File: src/rtl/sgw_pkg.sv
package sgw_pkg;

  localparam int SGW_AW    = 64;
  localparam int SGW_DW    = 32;
  localparam int SGW_NW    = 8;
  localparam int SGW_LW    = 28;
  localparam int SGW_RW    = 6;
  localparam int SGW_DSH   = 5;

  typedef enum logic [2:0] {
    ST_IDLE,
    ST_FETCH,
    ST_ISSUE,
    ST_WAIT,
    ST_NEXT,
    ST_HALT
  } walk_state_t;

  typedef struct packed {
    logic [SGW_AW-1:0] src;
    logic [SGW_AW-1:0] dst;
    logic [SGW_AW-1:0] link;
    logic [SGW_LW-1:0] len;
    logic [SGW_RW-1:0] rem;
    logic              eop;
    logic              stop;
    logic              irq;
  } desc_t;

  function automatic desc_t unpack_desc(input logic [SGW_NW-1:0][SGW_DW-1:0] w);
    desc_t d;
    d.len  = {w[0][4:0], w[1][31:9]};
    d.rem  = w[1][8:3];
    d.eop  = w[1][2];
    d.stop = w[1][1];
    d.irq  = w[1][0];
    d.src  = {w[2], w[3]};
    d.dst  = {w[4], w[5]};
    d.link = {w[6], w[7]};
    return d;
  endfunction

endpackage

File: src/rtl/sgw_rst_sync.sv
module sgw_rst_sync #(
  parameter int STAGES = 2
) (
  input  logic clk,
  input  logic rst_n,
  output logic rst_sync_n
);

  logic [STAGES-1:0] sh_q;

  always_ff @(posedge clk or negedge rst_n) begin
    if (!rst_n) sh_q <= '0;
    else        sh_q <= {sh_q[STAGES-2:0], 1'b1};
  end

  assign rst_sync_n = sh_q[STAGES-1];

endmodule

File: src/rtl/sgw_fetch.sv
module sgw_fetch #(
  parameter int AW = 64,
  parameter int DW = 32,
  parameter int NW = 8
) (
  input  logic                   clk,
  input  logic                   rst_n,
  input  logic                   go,
  input  logic [AW-1:0]          base,
  output logic                   mem_req,
  output logic [AW-1:0]          mem_addr,
  input  logic                   mem_ack,
  input  logic [DW-1:0]          mem_rdata,
  output logic                   done,
  output logic [NW-1:0][DW-1:0]  words
);

  localparam int IW  = $clog2(NW);
  localparam int BSH = $clog2(DW/8);
  localparam logic [IW-1:0] LAST = IW'(NW-1);

  logic          active_q, active_d;
  logic [IW-1:0] idx_q, idx_d;
  logic [AW-1:0] base_q, base_d;
  logic          done_q, done_d;
  logic          take;

  assign take = active_q && mem_ack;

  always_comb begin
    active_d = active_q;
    idx_d    = idx_q;
    base_d   = base_q;
    done_d   = 1'b0;
    if (go) begin
      active_d = 1'b1;
      idx_d    = '0;
      base_d   = base;
    end else if (take) begin
      idx_d = idx_q + 1'b1;
      if (idx_q == LAST) begin
        active_d = 1'b0;
        done_d   = 1'b1;
      end
    end
  end

  always_ff @(posedge clk or negedge rst_n) begin
    if (!rst_n) begin
      active_q <= 1'b0;
      idx_q    <= '0;
      base_q   <= '0;
      done_q   <= 1'b0;
    end else begin
      active_q <= active_d;
      idx_q    <= idx_d;
      base_q   <= base_d;
      done_q   <= done_d;
    end
  end

  for (genvar g = 0; g < NW; g++) begin : g_word
    logic          w_en;
    logic [DW-1:0] w_q;
    assign w_en = take && (idx_q == IW'(g));
    always_ff @(posedge clk or negedge rst_n) begin
      if (!rst_n)    w_q <= '0;
      else if (w_en) w_q <= mem_rdata;
    end
    assign words[g] = w_q;
  end

  assign mem_req  = active_q;
  assign mem_addr = base_q + (AW'(idx_q) << BSH);
  assign done     = done_q;

endmodule

File: src/rtl/sgw_next.sv
module sgw_next #(
  parameter int AW         = 64,
  parameter int RW         = 6,
  parameter int DSC_SHIFT  = 5,
  parameter int PAGE_SHIFT = 12
) (
  input  logic [AW-1:0] cur,
  input  logic [RW-1:0] rem,
  input  logic [AW-1:0] link,
  output logic [AW-1:0] nxt,
  output logic          seq,
  output logic          page_cross,
  output logic          link_misal
);

  localparam logic [AW-1:0] STEP = AW'(1) << DSC_SHIFT;

  logic [AW-1:0] seq_addr;

  assign seq        = (rem != '0);
  assign seq_addr   = cur + STEP;
  assign page_cross = seq && (seq_addr[AW-1:PAGE_SHIFT] != cur[AW-1:PAGE_SHIFT]);
  assign link_misal = !seq && (link[DSC_SHIFT-1:0] != '0);
  assign nxt        = seq ? seq_addr : link;

endmodule

File: src/rtl/sg_desc_walker.sv
module sg_desc_walker
  import sgw_pkg::*;
#(
  parameter int CNT_W      = 16,
  parameter int PAGE_SHIFT = 12,
  parameter int RST_STAGES = 2
) (
  input  logic                 clk,
  input  logic                 rst_n,
  input  logic                 start,
  input  logic [63:0]          start_addr,
  input  logic [6:0]           first_count,
  output logic                 mem_req,
  output logic [63:0]          mem_addr,
  input  logic                 mem_ack,
  input  logic [31:0]          mem_rdata,
  output logic                 dsc_valid,
  input  logic                 dsc_ready,
  output logic [63:0]          dsc_src,
  output logic [63:0]          dsc_dst,
  output logic [27:0]          dsc_len,
  output logic                 dsc_eop,
  output logic                 dsc_irq_req,
  input  logic                 xfer_done,
  output logic                 irq,
  output logic                 busy,
  output logic                 err,
  output logic [CNT_W-1:0]     desc_count
);

  localparam int FCW = SGW_RW + 1;

  logic rst_s_n;

  sgw_rst_sync #(.STAGES(RST_STAGES)) u_rst (
    .clk        (clk),
    .rst_n      (rst_n),
    .rst_sync_n (rst_s_n)
  );

  walk_state_t                  state_q, state_d;
  logic [SGW_AW-1:0]            cur_q, cur_d;
  desc_t                        desc_q, desc_d;
  logic [FCW-1:0]               exp_q, exp_d;
  logic                         first_q, first_d;
  logic                         err_q, err_d;
  logic                         irq_q, irq_d;
  logic [CNT_W-1:0]             cnt_q, cnt_d;

  logic                         go;
  logic [SGW_AW-1:0]            go_addr;
  logic                         f_done;
  logic [SGW_NW-1:0][SGW_DW-1:0] f_words;
  desc_t                        f_desc;
  logic [SGW_AW-1:0]            nxt_addr;
  logic                         nxt_seq, nxt_cross, nxt_misal;

  sgw_fetch #(.AW(SGW_AW), .DW(SGW_DW), .NW(SGW_NW)) u_fetch (
    .clk       (clk),
    .rst_n     (rst_s_n),
    .go        (go),
    .base      (go_addr),
    .mem_req   (mem_req),
    .mem_addr  (mem_addr),
    .mem_ack   (mem_ack),
    .mem_rdata (mem_rdata),
    .done      (f_done),
    .words     (f_words)
  );

  sgw_next #(.AW(SGW_AW), .RW(SGW_RW), .DSC_SHIFT(SGW_DSH), .PAGE_SHIFT(PAGE_SHIFT)) u_next (
    .cur        (cur_q),
    .rem        (desc_q.rem),
    .link       (desc_q.link),
    .nxt        (nxt_addr),
    .seq        (nxt_seq),
    .page_cross (nxt_cross),
    .link_misal (nxt_misal)
  );

  assign f_desc = unpack_desc(f_words);

  always_comb begin
    state_d = state_q;
    cur_d   = cur_q;
    desc_d  = desc_q;
    exp_d   = exp_q;
    first_d = first_q;
    err_d   = err_q;
    irq_d   = 1'b0;
    cnt_d   = cnt_q;
    go      = 1'b0;
    go_addr = cur_q;
    unique case (state_q)
      ST_IDLE, ST_HALT: begin
        if (start) begin
          cnt_d = '0;
          err_d = 1'b0;
          if (start_addr[SGW_DSH-1:0] != '0) begin
            err_d   = 1'b1;
            state_d = ST_HALT;
          end else begin
            go      = 1'b1;
            go_addr = start_addr;
            cur_d   = start_addr;
            exp_d   = first_count - 1'b1;
            first_d = 1'b1;
            state_d = ST_FETCH;
          end
        end
      end
      ST_FETCH: begin
        if (f_done) begin
          desc_d = f_desc;
          if (first_q && ({1'b0, f_desc.rem} != exp_q)) begin
            err_d   = 1'b1;
            state_d = ST_HALT;
          end else begin
            state_d = ST_ISSUE;
          end
        end
      end
      ST_ISSUE: begin
        if (dsc_ready) state_d = ST_WAIT;
      end
      ST_WAIT: begin
        if (xfer_done) begin
          cnt_d   = cnt_q + 1'b1;
          irq_d   = desc_q.irq;
          state_d = desc_q.stop ? ST_HALT : ST_NEXT;
        end
      end
      ST_NEXT: begin
        if (nxt_cross || nxt_misal) begin
          err_d   = 1'b1;
          state_d = ST_HALT;
        end else begin
          go      = 1'b1;
          go_addr = nxt_addr;
          cur_d   = nxt_addr;
          if (nxt_seq) exp_d   = exp_q - 1'b1;
          else         first_d = 1'b0;
          state_d = ST_FETCH;
        end
      end
      default: state_d = ST_IDLE;
    endcase
  end

  always_ff @(posedge clk or negedge rst_s_n) begin
    if (!rst_s_n) begin
      state_q <= ST_IDLE;
      cur_q   <= '0;
      desc_q  <= '0;
      exp_q   <= '0;
      first_q <= 1'b0;
      err_q   <= 1'b0;
      irq_q   <= 1'b0;
      cnt_q   <= '0;
    end else begin
      state_q <= state_d;
      cur_q   <= cur_d;
      desc_q  <= desc_d;
      exp_q   <= exp_d;
      first_q <= first_d;
      err_q   <= err_d;
      irq_q   <= irq_d;
      cnt_q   <= cnt_d;
    end
  end

  assign dsc_valid   = (state_q == ST_ISSUE);
  assign dsc_src     = desc_q.src;
  assign dsc_dst     = desc_q.dst;
  assign dsc_len     = desc_q.len;
  assign dsc_eop     = desc_q.eop;
  assign dsc_irq_req = desc_q.irq;
  assign busy        = (state_q != ST_IDLE) && (state_q != ST_HALT);
  assign err         = err_q;
  assign irq         = irq_q;
  assign desc_count  = cnt_q;

endmodule

File: config.mk
export PLATFORM = sky130hd
export DESIGN_NAME = sg_desc_walker
export DESIGN_NICKNAME = d
export VERILOG_FILES = /design/src/rtl/sgw_pkg.sv /design/src/rtl/sgw_rst_sync.sv /design/src/rtl/sgw_fetch.sv /design/src/rtl/sgw_next.sv /design/src/rtl/sg_desc_walker.sv
export SDC_FILE = /design/constraint.sdc
export NUM_CORES = 1
export LEC_CHECK = 0
export ABC_AREA = 1
export BUFFER_PORTS_ARGS = -buffer_cell sky130_fd_sc_hd__buf_2
export CAP_MARGIN = 10
export CELL_PAD_IN_SITES_DETAIL_PLACEMENT = 0
export CELL_PAD_IN_SITES_GLOBAL_PLACEMENT = 1
export CORE_AREA = 8 8 312 314
export DETAILED_ROUTE_END_ITERATION = 7
export DIE_AREA = 0 0 320 322
export PLACE_DENSITY_LB_ADDON = 0.1
export SLEW_MARGIN = 5
export SYNTH_ARGS = -nofsm -noshare
export SYNTH_HDL_FRONTEND = slang
export SYNTH_SLANG_ARGS = --single-unit
File: constraint.sdc
create_clock -name clk -period 21 [get_ports clk]
set_input_delay 3.15 -clock clk [delete_from_list [all_inputs] [get_ports clk]]
set_output_delay 3.15 -clock clk [all_outputs]
set_load 0.05 [all_outputs]
==> impl_metrics.yaml <==
outcome:
  outcome: "complete, no violations"
routing:
  routed_wl_microns: 111000
  drt_drc_violations_left: 0
  drt_iter0_drc: 1996
  antenna_left: 0
  firstDrtPassIters: 6
  vias_per_cell: 4.86
  num_vias: 24700
  post_drt_wl_per_cell_microns: 21.9
synth:
  syn_nets: 3812
  synthSimpleGateAreaFrac: 0.201
  yosysTopAreaCell: "dfrtp_1"
  netlist_top_cells_count: "nand2_1, dfrtp_1, o21ai_0"
  syn_area_sq_mm: 0.0311
  yosysMostFrequentCell: "nand2_1"
  ys_types: 57
  ys_async_sr_fraction: 1.00
  ys_top_cells_by_area: "dfrtp_1, nand2_1, o21ai_0"
  synth_top_area_frac: 0.501
  synthAdderAreaFrac: 0.00547
  synth_seq_cells: 622
  synth_xor_area_frac: 0.0242
  synth-warning-count: 0
  ys_seq_area_frac: 0.501
  synth_top_family_by_area: "simple AND/OR/NAND/NOR gates"
  synthCells: 3690
  synth_mux_area_frac: 0.0466
  synthFlopType: "dfrtp_1"
  synth_edf_count: 0
  syn_area_per_cell_sq_um: 8.43
  synth_compound_area_frac: 0.114
die:
  ioPinCount: 352
  die_h_microns: 322
  core_sq_mm: 0.0925
  initial_core_util: 0.336
  die_w_microns: 320
  row_count: 112
  die_area_sq_mm: 0.103
sta:
  min_period_over_period: 0.325
  slew_headroom: 0.319
  setup-violations-final: 0
  fin_ws_ns: 14.17
  maxSlewViolCount: 0
  fin_setup_tns_ns: 0
  period_needed_ns: 6.83
  skew_ns: 0.0233
  rsz0062_at_grt: "false"
  hold_violations: 0
  worst_hold_slack_ns: 0.350
  worst_slew_pin_slew_ns: 1.02
  clock.fmax_mhz: 146
placement:
  dp_slack_ns: 13.60
  port_buffers: 351
  place.gp.congestion: 0.905
  hpwl_microns: 81000
  dp_cells: 4956
worst_setup_path:
  crit_type: "flip-flop to output pin"
  critPathArrivalTime_ns: 3.68
  r2r-start: "state_q[2]"
  startpoint_type: "flip-flop"
  r2r_cells: 11
  setup.worst_path.start: "u_fetch.idx_q[0]"
  critPathRequiredTime_ns: 17.85
  reg2reg_slack_ns: 16.31
  r2r-end: "u_fetch.base_q[39]"
  crit_path_end_kind: "output pin"
  crit_fanout: 5
job:
  max_cap_viol_count: 0
grt:
  antenna_found_initial: 2
  grt_pass1_wl_microns: 167000
  gr-total-overflow: 0
  grt_max_degree: 148
  first_global_vias: 25100
  grt_usage: 0.213
min_path:
  hold-path-endpoint: "u_rst.sh_q[1]"
  min_path_type: "flip-flop to flip-flop"
  hold_start: "u_rst.sh_q[0]"
  min_path_cells: 0
cells_and_area:
  drive_above_1_share: 0.178
  area_growth_syn_to_layout_pct: 13.2
  layout.nets: 3958
  final_cells: 5088
cts:
  cts_sinks: 622
  htree_levels: 3
  cts_tree: "done"
  ctsResizeCount: 0
  numCtsBuffers: 75
  cts_root_buffer: "clkbuf_16"
  clk_pin_slew_ns: 0.06
  postCtsSetupBuffers: 0
  clockBufferDepth: 3
  clk_latency_ns: 0.64
  hold_buffers: 0
power_and_ir_drop:
  seq_power_share: 0.366
  p_sw_mw: 2.40
  comb_power_share: 0.391
  swShare: 0.447
  clkPwrFrac: 0.243
  power_mw: 5.37
  power_density_mw_per_mm2: 153
  peakVddDrop_mv: 0.107
  power_leakage_nw: 17.3
  internal_power_mw: 2.97
cells by family after synthesis:
family | after synthesis
other | 1
xor gates and xnor gates | 86
adders and majority gates | 13
buffers and inverters | 694
and+or+nand+nor | 1474
DFF | 622
muxes | 129
AOI/OAI and AO/OA | 671
sequential cells by signal, indices dropped and copies added (netlist names):
register            flops
cur_q                  64
desc_count             16
u_fetch.idx_q           3
irq                     1
u_fetch.mem_req         1
u_rst.sh_q              2
desc_q                 71
u_fetch.g_word.w_q    229
dsc_src                64
u_fetch.base_q         64
state_q                 3
dsc_dst                64
exp_q                   7
dsc_irq_req             1
first_q                 1
u_fetch.done            1
err                     1
dsc_eop                 1
dsc_len                28
worst max-delay path by stage:
stage	endpoint	cells past startpoint
global placement	u_fetch.base_q[32]	12
global route	mem_addr[60]	14
floorplan	cur_q[0]	0
CTS	mem_addr[54]	17
detailed placement	u_fetch.base_q[54]	12
finish	mem_addr[54]	17
metal layers:
layer	track usage	wire (microns)	up-vias
met1	0.294	52100	12000
li1	-	-	12100
met4	0.0590	2820	0
met5	0	0	-
met3	0.0335	4990	117
met2	0.344	51400	590
power by group through the flow:
stage / combinational [mW] / clock (mW) / sequential (mW)
2_1_floorplan: 1.64 / 0 / 1.85
3_3_place_gp: 2.11 / 0 / 1.99
3_5_place_dp: 2.12 / 0 / 1.99
4_1_cts: 2.13 / 1.35 / 1.97
5_1_grt: 2.33 / 1.39 / 2.01
6_report: 2.10 / 1.31 / 1.96
critical path, stage by stage, from the launching register on:
cell     delay [ns]
dfrtp_1        0.40
ha_1           0.28
inv_1          0.08
fa_1           0.40
inv_1          0.12
nand2_1        0.06
nand2_1        0.07
nand2_2        0.10
nor2_4         0.19
inv_1          0.09
nor2_2         0.14
nand3_1        0.12
inv_1          0.13
nand4_2        0.12
nor2_1         0.22
nand2_1        0.09
xnor2_1        0.14
buf_2          0.29
layout by cell type, fill, tap and decap left out, drive strengths merged:
| cell | synthesis | layout |
|---|---|---|
| o21a | 2 | 2 |
| ha | 12 | 12 |
| o21ai | 479 | 479 |
| o211ai | 29 | 29 |
| nor4 | 11 | 11 |
| o22ai | 7 | 7 |
| bufinv | 0 | 4 |
| a31oi | 15 | 15 |
| mux2i | 3 | 3 |
| o2111ai | 1 | 1 |
| and2 | 4 | 4 |
| nor3 | 54 | 54 |
| nand4 | 35 | 35 |
| dfrtp | 622 | 622 |
| conb | 1 | 1 |
| a31o | 1 | 1 |
| xor2 | 62 | 62 |
| nor3b | 2 | 2 |
| a211oi | 5 | 5 |
| diode | 0 | 1 |
| fa | 1 | 1 |
| o221ai | 2 | 2 |
| or2 | 25 | 25 |
| nand3 | 146 | 146 |
| o21bai | 7 | 7 |
| clkinv | 1 | 17 |
| a21oi | 116 | 116 |
| nand2 | 900 | 900 |
| o31ai | 5 | 5 |
| clkinvlp | 0 | 3 |
| and3 | 1 | 1 |
| nand3b | 27 | 27 |
| mux2 | 126 | 126 |
| xnor2 | 24 | 24 |
| a22oi | 2 | 2 |
| clkbuf | 76 | 108 |
| inv | 386 | 386 |
| nor2 | 269 | 269 |
| buf | 231 | 376 |
final cells by class:
| class | instances | area (sq um) |
|---|---|---|
| fillers | 9719 | 57300 |
| diodes | 1 | 2.50 |
| clock inverters | 23 | 264 |
| well taps | 1197 | 1500 |
| flip-flops and latches | 622 | 15600 |
| clock buffers | 108 | 2190 |
| multi-input cells | 2374 | 12200 |
| repair buffers | 376 | 1960 |
| inverters | 387 | 1460 |
stage by stage:
| step | area (sq um) | utilization |
|---|---|---|
| final | 35200 | 0.380 |
| after global routing | 35200 | 0.380 |
| after CTS | 35200 | 0.380 |
| after detailed placement | 32700 | 0.354 |
| after global placement | 32700 | 0.354 |
| after floorplan | 31100 | - |
Power figures use the tool's default switching activity.
